$ cat src/rtl/ebs_pkg.sv
`timescale 1ns/1ps
package ebs_pkg;
  // Strobe shape in oscillator clocks, within each half machine cycle
  localparam int ALE_HIGH_TICKS = 2;  // latch strobe width
  localparam int PSEN_LEAD      = 1;  // latch fall to read fall
  localparam int PSEN_LOW_TICKS = 3;  // read strobe width

  typedef struct packed {
    logic ext_exec;
    logic movc;
    logic idle;
    logic pdown;
    logic emu;
  } ebs_mode_t;
endpackage

$ cat src/rtl/ebs_timebase.sv
`timescale 1ns/1ps
module ebs_timebase #(
  parameter int STATES = 6,
  localparam int SW = $clog2(STATES)
) (
  input  logic          clk,
  input  logic          rst_n,
  output logic [SW-1:0] st_q,
  output logic          ph_q,
  output logic [SW-1:0] st_nxt,
  output logic          ph_nxt,
  output logic          wrap
);
  localparam logic [SW-1:0] LAST = SW'(STATES - 1);

  always_comb begin
    ph_nxt = ~ph_q;
    wrap   = ph_q && (st_q == LAST);
    if (!ph_q)     st_nxt = st_q;
    else if (wrap) st_nxt = '0;
    else           st_nxt = st_q + SW'(1);
  end

  // Divide-by-two phase plus state counter; reset parks at the last position
  always_ff @(posedge clk or negedge rst_n) begin
    if (!rst_n) begin
      ph_q <= 1'b1;
      st_q <= LAST;
    end else begin
      ph_q <= ph_nxt;
      st_q <= st_nxt;
    end
  end

  assert_phase_toggles_R1: assert property (@(posedge clk) disable iff (!rst_n)
    $past(rst_n) |-> (ph_q != $past(ph_q)));
  assert_state_in_range_R1: assert property (@(posedge clk) disable iff (!rst_n)
    st_q <= LAST);
  assert_state_holds_in_phase1_R1: assert property (@(posedge clk) disable iff (!rst_n)
    ($past(rst_n) && ph_q) |-> $stable(st_q));
endmodule

$ cat src/rtl/ebs_ale_dis_reg.sv
`timescale 1ns/1ps
module ebs_ale_dis_reg #(
  parameter int              AW   = 8,
  parameter int              DW   = 8,
  parameter logic [AW-1:0]   ADDR = 8'h8E,
  parameter int              BIT  = 0
) (
  input  logic          clk,
  input  logic          rst_n,
  input  logic          wr_en,
  input  logic [AW-1:0] wr_addr,
  input  logic [DW-1:0] wr_data,
  output logic          dis_q
);
  logic hit;
  logic unused_data;

  assign hit         = wr_en && (wr_addr == ADDR);
  assign unused_data = ^wr_data;

  always_ff @(posedge clk or negedge rst_n) begin
    if (!rst_n)   dis_q <= 1'b0;
    else if (hit) dis_q <= wr_data[BIT];
  end

  assert_foreign_write_ignored_R5: assert property (@(posedge clk) disable iff (!rst_n)
    (wr_en && wr_addr != ADDR) |=> $stable(dis_q));
  assert_idle_bus_keeps_bit_R5: assert property (@(posedge clk) disable iff (!rst_n)
    !wr_en |=> $stable(dis_q));
endmodule

$ cat src/rtl/ebs_strobe_shaper.sv
`timescale 1ns/1ps
module ebs_strobe_shaper
  import ebs_pkg::*;
#(
  parameter int STATES = 6,
  localparam int SW = $clog2(STATES),
  localparam int TW = SW + 1
) (
  input  logic          clk,
  input  logic          rst_n,
  input  logic [SW-1:0] st_nxt,
  input  logic          ph_nxt,
  input  logic          wrap,
  input  logic          cyc_movx,
  input  ebs_mode_t     mode,
  input  logic          dis_bit,
  output logic          ale,
  output logic          psen_n,
  output logic          ale_weak_pu
);
  localparam int PSEN_START = ALE_HIGH_TICKS + PSEN_LEAD;
  localparam int PSEN_END   = PSEN_START + PSEN_LOW_TICKS;

  logic          movx_q, movx_nxt;
  logic [TW-1:0] t_nxt, pos;
  logic          first_half, ale_slot, psen_slot;
  logic          suspend, dis_eff;
  logic          ale_d, psen_d, pu_d;

  always_comb begin
    // next position t = 2*state + phase
    t_nxt      = {st_nxt, ph_nxt};
    first_half = t_nxt < TW'(STATES);
    pos        = first_half ? t_nxt : t_nxt - TW'(STATES);
    ale_slot   = pos < TW'(ALE_HIGH_TICKS);
    psen_slot  = (pos >= TW'(PSEN_START)) && (pos < TW'(PSEN_END));

    // data-transfer mark is captured only when leaving the last position
    movx_nxt = wrap ? cyc_movx : movx_q;

    suspend = movx_nxt | mode.movc | mode.idle | mode.pdown | mode.emu;
    dis_eff = dis_bit & ~suspend & ~mode.ext_exec;

    if (mode.pdown) begin
      ale_d  = 1'b0;
      psen_d = 1'b0;
    end else if (mode.idle) begin
      ale_d  = 1'b1;
      psen_d = 1'b1;
    end else begin
      ale_d  = dis_eff | (ale_slot & ~(movx_nxt & first_half));
      psen_d = ~(mode.ext_exec & psen_slot & ~movx_nxt);
    end
    pu_d = dis_eff;
  end

  always_ff @(posedge clk or negedge rst_n) begin
    if (!rst_n) begin
      movx_q      <= 1'b0;
      ale         <= 1'b0;
      psen_n      <= 1'b1;
      ale_weak_pu <= 1'b0;
    end else begin
      movx_q      <= movx_nxt;
      ale         <= ale_d;
      psen_n      <= psen_d;
      ale_weak_pu <= pu_d;
    end
  end

  assert_no_overlap_R10: assert property (@(posedge clk) disable iff (!rst_n)
    !(ale && !psen_n));
  assert_pullup_means_high_R6: assert property (@(posedge clk) disable iff (!rst_n)
    ale_weak_pu |-> ale);
  assert_pdown_parks_low_R9: assert property (@(posedge clk) disable iff (!rst_n)
    ($past(rst_n) && $past(mode.pdown)) |-> (!ale && !psen_n && !ale_weak_pu));
  assert_ext_exec_no_pullup_R8: assert property (@(posedge clk) disable iff (!rst_n)
    ($past(rst_n) && $past(mode.ext_exec)) |-> !ale_weak_pu);
  assert_idle_parks_high_R9: assert property (@(posedge clk) disable iff (!rst_n)
    ($past(rst_n) && $past(mode.idle) && !$past(mode.pdown)) |-> (ale && psen_n));
endmodule

$ cat src/rtl/ext_bus_strobe_gen.sv
`timescale 1ns/1ps
module ext_bus_strobe_gen
  import ebs_pkg::*;
#(
  parameter int                    STATES_PER_CYC = 6,
  parameter int                    SFR_AW         = 8,
  parameter int                    SFR_DW         = 8,
  parameter logic [SFR_AW-1:0]     ALE_DIS_ADDR   = 8'h8E,
  parameter int                    ALE_DIS_BIT    = 0
) (
  input  logic                              osc_clk,
  input  logic                              rst_n,
  input  logic                              ext_exec,
  input  logic                              cyc_movx,
  input  logic                              cyc_movc,
  input  logic                              idle_mode,
  input  logic                              pdown_mode,
  input  logic                              emu_mode,
  input  logic                              sfr_wr_en,
  input  logic [SFR_AW-1:0]                 sfr_wr_addr,
  input  logic [SFR_DW-1:0]                 sfr_wr_data,
  output logic                              ale,
  output logic                              psen_n,
  output logic                              ale_weak_pu,
  output logic [$clog2(STATES_PER_CYC)-1:0] state_idx,
  output logic                              phase
);
  localparam int SW = $clog2(STATES_PER_CYC);

  logic [SW-1:0] st_nxt;
  logic          ph_nxt, wrap, dis_bit;
  ebs_mode_t     mode;

  assign mode = '{ext_exec: ext_exec, movc: cyc_movc, idle: idle_mode,
                  pdown: pdown_mode, emu: emu_mode};

  ebs_timebase #(.STATES(STATES_PER_CYC)) u_timebase (
    .clk(osc_clk), .rst_n(rst_n),
    .st_q(state_idx), .ph_q(phase),
    .st_nxt(st_nxt), .ph_nxt(ph_nxt), .wrap(wrap)
  );

  ebs_ale_dis_reg #(
    .AW(SFR_AW), .DW(SFR_DW), .ADDR(ALE_DIS_ADDR), .BIT(ALE_DIS_BIT)
  ) u_dis_reg (
    .clk(osc_clk), .rst_n(rst_n),
    .wr_en(sfr_wr_en), .wr_addr(sfr_wr_addr), .wr_data(sfr_wr_data),
    .dis_q(dis_bit)
  );

  ebs_strobe_shaper #(.STATES(STATES_PER_CYC)) u_shaper (
    .clk(osc_clk), .rst_n(rst_n),
    .st_nxt(st_nxt), .ph_nxt(ph_nxt), .wrap(wrap),
    .cyc_movx(cyc_movx), .mode(mode), .dis_bit(dis_bit),
    .ale(ale), .psen_n(psen_n), .ale_weak_pu(ale_weak_pu)
  );
endmodule

$ cat config.mk
export PLATFORM = sky130hd
export DESIGN_NAME = ext_bus_strobe_gen
export DESIGN_NICKNAME = d
export VERILOG_FILES = /design/src/rtl/ebs_pkg.sv /design/src/rtl/ebs_timebase.sv /design/src/rtl/ebs_ale_dis_reg.sv /design/src/rtl/ebs_strobe_shaper.sv /design/src/rtl/ext_bus_strobe_gen.sv
export SDC_FILE = /design/constraint.sdc
export NUM_CORES = 1
export LEC_CHECK = 0
export BUFFER_PORTS_ARGS = -buffer_cell sky130_fd_sc_hd__buf_2
export CAP_MARGIN = 15
export CORE_MARGIN = 2
export CORE_UTILIZATION = 37
export CTS_CLUSTER_DIAMETER = 120
export DETAILED_ROUTE_END_ITERATION = 10
export PLACE_DENSITY = 0.72
export SYNTH_ARGS = -nofsm -noshare
export SYNTH_HDL_FRONTEND = slang
export SYNTH_SLANG_ARGS = --single-unit
$ cat constraint.sdc
create_clock -name osc_clk -period 2.4 [get_ports osc_clk]
set_input_delay 0.48 -clock osc_clk [delete_from_list [all_inputs] [get_ports osc_clk]]
set_output_delay 0.48 -clock osc_clk [all_outputs]
set_load 0.05 [all_outputs]
==> impl_metrics.csv, run 1 <==
group,metric,value,unit
clock_tree,tritoncts,"yes",
yosys,syn_avg_cell_area,10.67,sq um
setup_path,critPathRequiredTime,2.57,ns
final_layout,seqCellArea,231.5,sq um
final_layout,nets,112,
yosys,synthCells,53,
yosys,synthFlopType,"dfrtp_1",
yosys,synth-seq-cells,9,
final_layout,multiInputGateArea,320.3,sq um
clock_tree,path_clk_slew,0.06,ns
yosys,yosysTopAreaCell,"dfrtp_1",
drt,drt_iter0_markers,4,
sta,setup_viol,0,
clock_tree,insertion_delay,0.26,ns
run,maxCapViolations,0,
final_layout,nFillCells,144,
sta,holdWs,0.05648,ns
sta,worst_slew_pin_slew,0.3787,ns
sta,period_minus_slack,2.238,ns
sta,timing.fmax,446.7,MHz
drt,ant_nets,0,
die,io_pins,32,
sta,hold_viol_final,0,
place,numPlacedInstances,94,
yosys,synth_cell_type_count,36,
setup_path,end_kind,"register",
grt,grt_overflow_total,0,
status,status,"completed",
die,die-area,1857,sq um
grt,track_usage,15.49,%
sta,clock_skew,0.004340,ns
clock_tree,clock-root-buffer,"clkbuf_4",
drt,wirelength,1262,um
die,rows,14,
clock_tree,cts_made_buffers,3,
sta,rsz0062_at_grt,"no",
drt,drtPass1Iterations,4,
power,peakVddDrop,0.2277,mV
clock_tree,cts_sinks,9,
yosys,synth_edf_count,0,
grt,grt_pass1_wl,2104,um
final_layout,drive_above_1_share,57.83,%
yosys,synthTopCellsByCount,"dfrtp_1 (5), dfstp_2 (4), inv_1 (4)",
power,power_density,408.5,nW/um^2
yosys,yosysWarnings,0,
sta,setup_tns,0,ns
die,fp.dieH,43.10,um
drt,wire_per_inst,12.75,um
drt,drc,0,
die,coreArea,1471,sq um
yosys,yosysSeqAreaShare,40.71,%
yosys,synth_top_area_share,22.12,%
die,die_w,43.10,um
clock_tree,htreeDepth,1,
sta,fin_crit_sh,93.27,%
clock_tree,cts_hold_buf,0,
place,io_buffer_count,24,
grt,grt_pass1_vias,469,
yosys,synth.most_common_cell,"dfrtp_1",
place,dp_worst_setup_slack,0.1067,ns
setup_path,crit_type,"register to register",
power,p_total,0.3118,mW
min_path,hold_class,"primary input to asynchronous set/reset pin",
setup_path,cp_max_fo,4,
clock_tree,cts.path.max_buffers,2,
place,place.gp.congestion,0.7575,
drt,vias,523,
setup_path,start_kind,"register",
final_layout,n_antenna_cell,0,
sta,drv_slew,0,
sta,fin_ws,0.1616,ns
place,hpwl,948.3,um
final_layout,stdcell_count,99,
grt,grt_max_degree,13,
yosys,syn_area,565.5,sq um
sta,max_slew_margin,74.71,%
yosys,ys_top_cells_by_area,"dfrtp_1 (22%), dfstp_2 (19%), ha_1 (6.6%)",
grt,antenna_found_initial,0,
setup_path,crit_arrival,2.41,ns
yosys,synthArstFlopShare,100.0,%
die,initial_core_util,38.44,%
power,total_leakage_power,0.3670,nW
drt,viasPerCell,5.283,
yosys,syn-num-nets,81,
final_layout,syn_to_final_growth,34.96,%
-- flip-flops by register name, summed over array words and instances, names as in the netlist --
name,flops
u_timebase.st_q,3
u_dis_reg.dis_q,1
u_shaper.ale,1
u_shaper.ale_weak_pu,1
u_shaper.movx_q,1
u_shaper.psen_n,1
u_timebase.ph_q,1
-- through the flow --
stage          cell area, sq um  util [%]
6_report                  763.2     51.87
5_1_grt                   763.2     51.87
4_1_cts                   740.7     50.34
3_5_place_dp              714.4     48.55
3_3_place_gp              714.4     48.55
2_1_floorplan             566.8         -
-- power by group --
group          total (mW)  internal (mW)  switching [mW]
sequential          0.158          0.156         0.00166
combinational      0.0363         0.0169          0.0194
clock               0.118         0.0641          0.0535
-- metal layers --
layer	track usage (%)	vias up	share of wire [%]
met3	5.106	2	6.3
met1	21.16	238	46
li1	-	263	-
met4	5.455	0	0.55
met2	22.69	20	47
met5	0	-	0
-- worst paths after layout --
| kind | startpoint | to | slack, ns | cells past startpoint |
|---|---|---|---|---|
| worst max register to register | u_timebase.st_q[0]$_DFF_PN1_ | u_shaper.psen_n$_DFF_PN1_ | 0.16 | 7 |
| min in group osc_clk | pdown_mode | u_shaper.psen_n$_DFF_PN1_ | 0.37 | 2 |
| worst max-delay path | u_timebase.st_q[0]$_DFF_PN1_ | u_shaper.psen_n$_DFF_PN1_ | 0.16 | 7 |
| max in group asynchronous | rst_n | u_shaper.psen_n$_DFF_PN1_ | 2.10 | 1 |
| worst min-delay path | rst_n | u_shaper.movx_q$_DFF_PN0_ | 0.06 | 1 |
| worst min register to register | u_dis_reg.dis_q$_DFFE_PN0P_ | u_dis_reg.dis_q$_DFFE_PN0P_ | 0.54 | 1 |
-- layout by cell type (no fill, tap or decap), types with 2 or more instances in the layout --
master,count
inv_1,3
clkbuf_4,3
nor3_1,2
buf_4,4
nand2_1,2
ha_1,3
dfrtp_1,4
buf_2,24
dfstp_2,4
nand3_1,2
-- cells by family (layout without fill, tap and decap cells) --
| logic type | Yosys count | in the layout | synth area share [%] |
|---|---|---|---|
| buffers and inverters | 6 | 36 | 5.308 |
| adders and majority gates | 3 | 3 | 6.638 |
| muxes | 2 | 2 | 4.645 |
| DFF | 9 | 9 | 40.71 |
| and+or+nand+nor | 18 | 18 | 20.36 |
| AOI/OAI and AO/OA | 15 | 15 | 22.34 |
-- cell type report --
| type | count | area share, % |
|---|---|---|
| clock buffer | 4 | 3.443 |
| timing repair buffer | 28 | 19.67 |
| tap | 16 | 2.623 |
| multi-input combinational | 38 | 41.97 |
| sequential | 9 | 30.33 |
| inverter | 4 | 1.967 |
-- critical path, cell delays in order (launching register included) --
cell,delay [ns]
dfstp_2,0.54
ha_1,0.27
or2b_1,0.25
o22ai_2,0.12
ha_1,0.25
a21boi_0,0.14
a2111oi_2,0.46
a211oi_2,0.12
-- timing repair --
item	4_1_cts	5_1_grt
resized for setup	0	6
setup endpoints to repair	0	1
setup buffers	0	1
No activity file was read; power rests on OpenSTA's default activity.
==> inputs of run 2 (changes only) <==
==> constraint.sdc (replaced) <==
create_clock -name osc_clk -period 2.4 [get_ports osc_clk]
set_input_delay 0.48 -clock osc_clk [delete_from_list [all_inputs] [get_ports osc_clk]]
set_output_delay 0.48 -clock osc_clk [all_outputs]
set_load 0.1 [all_outputs]
==> run 2 against run 1 <==
Net effect:
- clock-buffer cell count is the same
- via count shrank 0.96%
- clock skew shrank 0.0032 ns
- sequential power is essentially flat
- non-clock buffer count shrank 2
- setup slack lost 0.0084 ns
- critical endpoint unchanged
- wire length shrank 8.4%
- hold slack lost 0.0014 ns
- maximum frequency shrank 0.37%
- die area is the same
- register-to-register slack is essentially flat
==> impl_metrics.csv, run 2 (synthesis gave the netlist of run 1 again) <==
group,metric,value,unit
sta,fin_ws,0.1532,ns
grt,grt_overflow_total,0,
power,power_density,424.6,nW/um^2
drt,viasPerCell,5.340,
sta,drv_slew,0,
final_layout,largest_register_ffs,3,
place,io_buffer_count,24,
sta,setup_viol,0,
drt,vias,518,
final_layout,syn_to_final_growth,31.86,%
place,postPlaceCellArea,719.4,sq um
sta,rsz0062_at_grt,"no",
clock_tree,cts-resized-gates,0,
sta,clock_skew,0.001097,ns
place,dp_worst_setup_slack,0.1472,ns
grt,grt_pass1_wl,1966,um
drt,drt_iter0_markers,4,
sta,max_slew_margin,67.86,%
clock_tree,insertion_delay,0.26,ns
clock_tree,cts_hold_buf,0,
sta,timing.fmax,445.1,MHz
clock_tree,tritoncts,"yes",
drt,ant_nets,0,
grt,grt_pass1_vias,482,
final_layout,final_common_cell,"buf_2",
sta,hold_viol_final,0,
clock_tree,cts_sinks,9,
die,rows,14,
final_layout,final_util,50.68,%
final_layout,post-route-cell-area,745.7,sq um
setup_path,cp_max_fo,4,
clock_tree,post-cts-setup-buffer-count,0,
status,status,"completed",
final_layout,seqCellArea,241.5,sq um
die,die_w,43.10,um
clock_tree,path_clk_slew,0.06,ns
run,maxCapViolations,0,
die,die-area,1857,sq um
min_path,hold_class,"primary input to asynchronous set/reset pin",
grt,antenna_found_initial,0,
setup_path,end_kind,"register",
place,place.gp.congestion,0.7293,
power,peakVddDrop,0.2542,mV
setup_path,crit_type,"register to register",
final_layout,regMostFlops,"u_timebase.st_q",
drt,drc,0,
die,coreArea,1471,sq um
final_layout,final_cell_mix,"buf_2 (24), dfrtp_1 (4), inv_1 (3), clkbuf_4 (3)",
place,numPlacedInstances,93,
grt,track_usage,14.71,%
clock_tree,htreeDepth,1,
final_layout,multiInputGateArea,307.8,sq um
sta,worst_slew_pin_slew,0.4854,ns
drt,wire_per_inst,11.92,um
clock_tree,cts.path.max_buffers,2,
final_layout,n_antenna_cell,0,
die,io_pins,32,
sta,fin_crit_sh,93.62,%
clock_tree,cts_made_buffers,3,
clock_tree,clock-root-buffer,"clkbuf_4",
grt,grt_max_degree,13,
setup_path,critPathRequiredTime,2.58,ns
setup_path,crit_arrival,2.43,ns
final_layout,drive_above_1_share,54.32,%
die,fp.dieH,43.10,um
power,total_leakage_power,0.3539,nW
final_layout,nets,110,
place,hpwl,937,um
setup_path,start_kind,"register",
drt,drtPass1Iterations,4,
final_layout,nFillCells,147,
final_layout,stdcell_count,97,
power,p_total,0.3167,mW
sta,holdWs,0.05507,ns
sta,period_minus_slack,2.247,ns
sta,setup_tns,0,ns
die,initial_core_util,38.44,%
drt,wirelength,1156,um
-- run 2: area by class of cell --
| class | count | area share [%] |
|---|---|---|
| timing repair buffer | 26 | 18.12 |
| inverter | 4 | 2.013 |
| tap | 16 | 2.685 |
| clock buffer | 4 | 3.523 |
| sequential | 9 | 32.38 |
| multi-input combinational | 38 | 41.28 |
-- run 2: metal layers --
layer	vias up	track usage (%)	routed length [um]
met5	-	0	0
met4	0	11.52	39
met3	5	2.553	106
met2	30	20.60	481
met1	223	19.63	528
li1	260	-	-
-- run 2: power breakdown --
group | total [mW] | internal, mW | switching, mW | leakage, nW
Clock | 0.116 | 0.0640 | 0.0516 | 0.0150
Sequential | 0.157 | 0.156 | 0.00128 | 0.107
Combinational | 0.0438 | 0.0169 | 0.0270 | 0.232
-- run 2: path summary, 6_finish.rpt --
check | start | to | slack, ns | cells past startpoint
max in group asynchronous | rst_n | u_timebase.st_q[2]$_DFF_PN1_ | 2.10 | 1
worst max register to register | u_timebase.st_q[0]$_DFF_PN1_ | u_shaper.psen_n$_DFF_PN1_ | 0.15 | 7
min in group osc_clk | pdown_mode | u_shaper.psen_n$_DFF_PN1_ | 0.37 | 2
worst min-delay path | rst_n | u_shaper.ale_weak_pu$_DFF_PN0_ | 0.06 | 1
worst max-delay path | u_timebase.st_q[0]$_DFF_PN1_ | u_shaper.psen_n$_DFF_PN1_ | 0.15 | 7
worst min register to register | u_dis_reg.dis_q$_DFFE_PN0P_ | u_dis_reg.dis_q$_DFFE_PN0P_ | 0.51 | 1
-- run 2: critical path, stage by stage (launching register included) --
cell and delay, ns:
dfstp_4 0.61, ha_2 0.29, or2b_1 0.22, o22ai_1 0.17, ha_1 0.27, a21boi_0 0.13
a2111oi_2 0.35, a211oi_2 0.12
